--- config.mk ---
export PLATFORM = sky130hd
export DESIGN_NAME = pwm_chopper
export DESIGN_NICKNAME = d
export VERILOG_FILES = /design/src/rtl/chop_pkg.sv /design/src/rtl/chop_prescale.sv /design/src/rtl/chop_first.sv /design/src/rtl/chop_carrier.sv /design/src/rtl/pwm_chopper.sv
export SDC_FILE = /design/constraint.sdc
export NUM_CORES = 1
export LEC_CHECK = 0
export ABC_CLOCK_PERIOD_IN_PS = 5800
export BUFFER_PORTS_ARGS = -buffer_cell sky130_fd_sc_hd__buf_4
export CAP_MARGIN = 30
export CORE_ASPECT_RATIO = 0.75
export CORE_MARGIN = 2
export CORE_UTILIZATION = 42
export DETAILED_ROUTE_END_ITERATION = 7
export PLACE_DENSITY = 0.6
export SLEW_MARGIN = 40
export SYNTH_ARGS = -nofsm -noshare
export SYNTH_HDL_FRONTEND = slang
export SYNTH_SLANG_ARGS = --single-unit
--- constraint.sdc ---
create_clock -name clk -period 5.8 [get_ports clk]
set_input_delay 0.29 -clock clk [delete_from_list [all_inputs] [get_ports clk]]
set_output_delay 0.29 -clock clk [all_outputs]
set_load 0.01 [all_outputs]
--- src/rtl/chop_pkg.sv ---
// Package: shared sizes for the PWM chopper.
// Assumes a time base of 2**PRE_W module clock cycles (16 by default).
package chop_pkg;
    localparam int PRE_W   = 4;   // log2 of the time base step
    localparam int DIV_W   = 4;   // carrier divider field width
    localparam int DUTY_W  = 3;   // duty field width (eighths)
    localparam int FIRST_W = 4;   // leading pulse field width
    // width of a carrier phase value: divider steps times time base
    localparam int PHASE_W = DIV_W + PRE_W;
endpackage

--- src/rtl/chop_prescale.sv ---
// Module: chop_prescale
// Free-running time base counter that restarts on request.
// The restart cycle counts as phase 0, so the register is loaded with 1 there.
// Assumes the counter wraps naturally at 2**PRE_W.
module chop_prescale #(
    parameter int PRE_W = 4
) (
    input  logic             clk,
    input  logic             rst_n,
    input  logic             restart,
    output logic [PRE_W-1:0] phase,
    output logic             tick
);
    localparam logic [PRE_W-1:0] LAST = '1;

    // Advance the time base; restart makes the next cycle phase 1.
    always_ff @(posedge clk) begin
        if (!rst_n)       phase <= '0;
        else if (restart) phase <= PRE_W'(1);
        else              phase <= phase + 1'b1;
    end

    // One-cycle pulse in the last cycle of each time base step.
    always_comb tick = (phase == LAST);
endmodule

--- src/rtl/chop_first.sv ---
// Module: chop_first
// Holds the leading-pulse flag for (width + 1) time base steps after a restart.
// Assumes that tick falls in the last cycle of each step and that width is stable
// while the flag is set.
module chop_first #(
    parameter int FIRST_W = 4
) (
    input  logic               clk,
    input  logic               rst_n,
    input  logic               restart,
    input  logic               tick,
    input  logic [FIRST_W-1:0] width,
    output logic               active
);
    logic [FIRST_W-1:0] steps;

    // Count finished steps and drop the flag after the last one.
    always_ff @(posedge clk) begin
        if (!rst_n) begin
            active <= 1'b0;
            steps  <= '0;
        end else if (restart) begin
            active <= 1'b1;
            steps  <= '0;
        end else if (active && tick) begin
            if (steps == width) active <= 1'b0;
            else                steps  <= steps + 1'b1;
        end
    end
endmodule

--- src/rtl/chop_carrier.sv ---
// Module: chop_carrier
// Carrier generator: period (div + 1) time base steps, high for the first
// (duty + 1) eighths of it. Phase 0 falls in the restart cycle.
// Assumes the duty field is DUTY_W bits wide, so the full scale is 2**DUTY_W.
module chop_carrier #(
    parameter int PRE_W  = 4,
    parameter int DIV_W  = 4,
    parameter int DUTY_W = 3
) (
    input  logic              clk,
    input  logic              rst_n,
    input  logic              restart,
    input  logic              tick,
    input  logic [PRE_W-1:0]  sub,
    input  logic [DIV_W-1:0]  div,
    input  logic [DUTY_W-1:0] duty,
    output logic              high
);
    localparam int PH_W = DIV_W + PRE_W;
    localparam int TH_W = PH_W + DUTY_W + 2;

    logic [DIV_W-1:0] step;
    logic [PH_W-1:0]  phase;
    logic [TH_W-1:0]  thresh;

    // Count time base steps within one carrier period.
    always_ff @(posedge clk) begin
        if (!rst_n)            step <= '0;
        else if (restart)      step <= '0;
        else if (tick) begin
            if (step == div)   step <= '0;
            else               step <= step + 1'b1;
        end
    end

    // Phase within the period and the threshold for the high part.
    always_comb begin
        phase  = {step, sub};
        thresh = TH_W'((TH_W'(duty) + 1'b1) * (TH_W'(div) + 1'b1)) << (PRE_W - DUTY_W);
        high   = (TH_W'(phase) < thresh);
    end
endmodule

--- src/rtl/pwm_chopper.sv ---
// Module: pwm_chopper (top)
// Chops the high phases of a PWM signal: a wide leading pulse, then a carrier.
// The settings are sampled in the rising cycle of pwm_in. The output falls in the
// same cycle as pwm_in. When chopping is off, the output is pwm_in delayed by one register.
// Assumes pwm_in is synchronous to clk.
module pwm_chopper
    import chop_pkg::*;
(
    input  logic               clk,
    input  logic               rst_n,
    input  logic               pwm_in,
    input  logic               chop_en,
    input  logic [DIV_W-1:0]   div_sel,
    input  logic [DUTY_W-1:0]  duty_sel,
    input  logic [FIRST_W-1:0] first_sel,
    output logic               pwm_out
);
    logic               pwm_d;
    logic               rise;
    logic [DIV_W-1:0]   div_q;
    logic [DUTY_W-1:0]  duty_q;
    logic [FIRST_W-1:0] first_q;
    logic [PRE_W-1:0]   sub;
    logic               tick;
    logic               lead_on;
    logic               car_hi;

    // Input history for edge detection and for the bypass path.
    always_ff @(posedge clk) begin
        if (!rst_n) pwm_d <= 1'b0;
        else        pwm_d <= pwm_in;
    end

    // Rising cycle of the PWM input.
    always_comb rise = pwm_in & ~pwm_d;

    // Sample the settings only when a new high phase begins.
    always_ff @(posedge clk) begin
        if (!rst_n) begin
            div_q   <= '0;
            duty_q  <= '0;
            first_q <= '0;
        end else if (rise) begin
            div_q   <= div_sel;
            duty_q  <= duty_sel;
            first_q <= first_sel;
        end
    end

    chop_prescale #(.PRE_W(PRE_W)) u_pre (
        .clk(clk), .rst_n(rst_n), .restart(rise), .phase(sub), .tick(tick)
    );

    chop_first #(.FIRST_W(FIRST_W)) u_first (
        .clk(clk), .rst_n(rst_n), .restart(rise), .tick(tick),
        .width(first_q), .active(lead_on)
    );

    chop_carrier #(.PRE_W(PRE_W), .DIV_W(DIV_W), .DUTY_W(DUTY_W)) u_car (
        .clk(clk), .rst_n(rst_n), .restart(rise), .tick(tick), .sub(sub),
        .div(div_q), .duty(duty_q), .high(car_hi)
    );

    // Output select: gated input when chopping, registered input otherwise.
    always_comb begin
        if (chop_en) pwm_out = pwm_in & (rise | lead_on | car_hi);
        else         pwm_out = pwm_d;
    end
endmodule

==> metrics.yaml <==
run_status:
  outcome: "completed"
finish:
  final_cells: 279
  layout-drive-gt1-share: 0.112
  areaGrowthSynthToFinish_pct: 11.9
  nets: 270
  diodes: 0
global_routing:
  grt_max_degree: 19
  first_global_vias: 1284
  grtUsageTotal: 0.164
  grt-ovfl-total: 0
  antenna_found_initial: 0
  grt_pass1_wl_microns: 6140
timing:
  period_share: 0.765
  max-slew-margin-rel: 0.619
  setup_viol: 0
  rsz0062_at_grt: "no"
  skew_ns: 0.00852
  tightest_slew_ns: 0.572
  finalHoldViolCount: 0
  fmax_mhz: 225
  slew_viol_final: 0
  min_period_ns: 4.44
  tns_ns: 0
die:
  start_util: 0.443
  rows: 20
  die_area_sq_mm: 0.00484
  ioPinCount: 16
  core_area_sq_mm: 0.00408
  die_width_microns: 79.7
  die_h_microns: 60.8
yosys:
  synth-main-ff-cell: "dfxtp_1"
  synth_area_leaders: "dfxtp_1 (28%), ha_1 (17%), fa_1 (6.7%)"
  synthTopCellsByCount: "nor2_1 (29), dfxtp_1 (25), nand2_1 (25), ha_1 (24), a21boi_0 (13)"
  ys_warn_count: 0
  synth-edff-count: 0
  synth_top_area_frac: 0.277
  yosysTopAreaCell: "dfxtp_1"
  async_reset_ff_frac: 0
  syn_area_sq_mm: 0.00181
  yosys.cell_count.top_type: "nor2_1"
  synth-seq-cells: 25
  postSynthCellCount: 210
  ys_seq_area_frac: 0.277
  synth_cell_type_count: 32
  avgSynthCellArea_sq_um: 8.60
  syn-num-nets: 255
setup_path:
  endpoint_kind: "output port"
  crit_family: "adder cells"
  cp.arrival_ns: 4.15
  crit_buf_inv: 4
  r2r_slack_ns: 4.09
  rr_endpoint: "u_car.step[3]$_SDFFE_PP0N_"
  rr_startpoint: "pwm_d$_SDFF_PN0_"
  slowest_delay_ns: 0.56
  slowest_stage: "fa_1"
  required_ns: 5.51
  cp_num_cells: 16
  start_kind: "flop"
  r2r_cells: 4
  critPathKind: "flop to output port"
  cp_max_fo: 8
  crit_chain: "nand3_1, or2_2, fa_1, inv_1, fa_1, inv_1, fa_1, inv_1, a21o_1, a21oi_1, xor2_1, ha_1, o211ai_1, a31oi_1, o211ai_1, buf_4"
drt:
  drc: 0
  routedWlPerCell_microns: 12.5
  topRoutingLayerUsed: "met4"
  ant_nets: 0
  wl_met2_microns: 1320
  wirelength_microns: 3500
  vias: 1385
  drt-pass1-iter-count: 4
  drt-vias-per-instance: 4.96
  met3_length_microns: 106
  wl_met1_microns: 2060
  drtIter0Drc: 42
cts:
  clock_sinks: 25
  cts.reportedPaths.clkPinSlew_ns: 0.09
  cts-root-buf: "clkbuf_8"
  post_cts_resized: 0
  clk_latency_ns: 0.27
  cts.htree.levels: 1
  clk_path_buf_depth: 2
  post_cts_buffers: 0
  cts_tree: "built"
  cts_buffers: 3
  hold_buffers: 0
placed_design:
  portBuffers: 15
  dp.cells: 275
  gp_congestion: 0.832
  dp_hpwl_microns: 2870
pwr:
  p_per_area_mw_per_mm2: 173
  vdd_drop_max_v: 0.000124
  total_leakage_power_nw: 0.915
hold_path:
  worstHoldStart: "first_sel[2]"
  holdPathStages: 3
  hold_end: "first_q[2]$_SDFFE_PN0P_"
  holdCritPathClass: "primary input to flop"
run:
  maxCapViolCount: 0
## sequential cells by signal (all words and copies together) (netlist names)
register and flops:
u_first.steps 4, u_first.active 1, pwm_d 1, u_pre.phase 4, duty_q 3, u_car.step 4, div_q 4, first_q 4
## per-layer routing
metal	global-route usage	vias up
li1	-	743
met1	0.254	621
met2	0.232	19
met3	0.0357	2
met4	0.0369	0
met5	0	-
## worst reg2reg max path, cell delays in order (launching register included)
cell	delay (ns)
dfxtp_1	0.41
nand2b_1	0.50
nand2_1	0.31
a31o_2	0.32
nor2_1	0.11
## worst max path at each step
stage,from,to,slack [ns]
6_report,duty_q[0]$_SDFFE_PN0P_,pwm_out,1.36
3_3_place_gp,duty_q[0]$_SDFFE_PN0P_,pwm_out,1.69
3_5_place_dp,duty_q[0]$_SDFFE_PN0P_,pwm_out,1.66
4_1_cts,duty_q[0]$_SDFFE_PN0P_,pwm_out,1.34
2_1_floorplan,duty_q[0]$_SDFFE_PN0P_,pwm_out,1.99
5_1_grt,duty_q[0]$_SDFFE_PN0P_,pwm_out,1.07
## cells by family after synthesis
| group | share of synthesized area |
|---|---|
| and+or+nand+nor | 0.207 |
| AOI/OAI and AO/OA | 0.134 |
| adders and majority gates | 0.233 |
| DFF | 0.277 |
| xor gates and xnor gates | 0.0970 |
| buffers and inverters | 0.0353 |
| muxes | 0.0173 |
## cell usage in the layout (no fill, tap or decap), drive strengths merged, types with 3 or more instances in the layout
master	n
o21ai	4
nand2b	3
and3	3
nand3	7
o211ai	3
dfxtp	25
a21boi	13
ha	24
fa	6
a21oi	4
nand4	6
clkbuf	3
buf	15
xor2	9
inv	13
nand2	25
nor2	29
xnor2	11
## metrics by stage
stage                     worst slack [ns]  hold WS [ns]  total power, mW  utilization  cell area [sq um]
after detailed placement              1.66         0.479            0.248        0.483               1970
after global placement                1.69         0.473            0.247        0.483               1970
after CTS                             1.34         0.252            0.357        0.495               2020
final                                 1.36         0.263            0.350        0.495               2020
after global routing                  1.07         0.260            0.373        0.495               2020
after floorplan                       1.99         0.412            0.226            -               1810
## report_power, final
group	internal (mW)	switching, mW
Combinational	0.0272	0.0299
Clock	0.0503	0.0569
Sequential	0.178	0.00759
## layout make-up
class	instances	area, sq um
tap	55	68.8
clock inverter	1	8.76
fill	418	2060
inverter	12	45.0
clock buffer	3	41.3
multi-input combinational	168	1240
timing repair buffer	15	113
sequential	25	500
No activity file was read; power rests on OpenSTA's default activity.
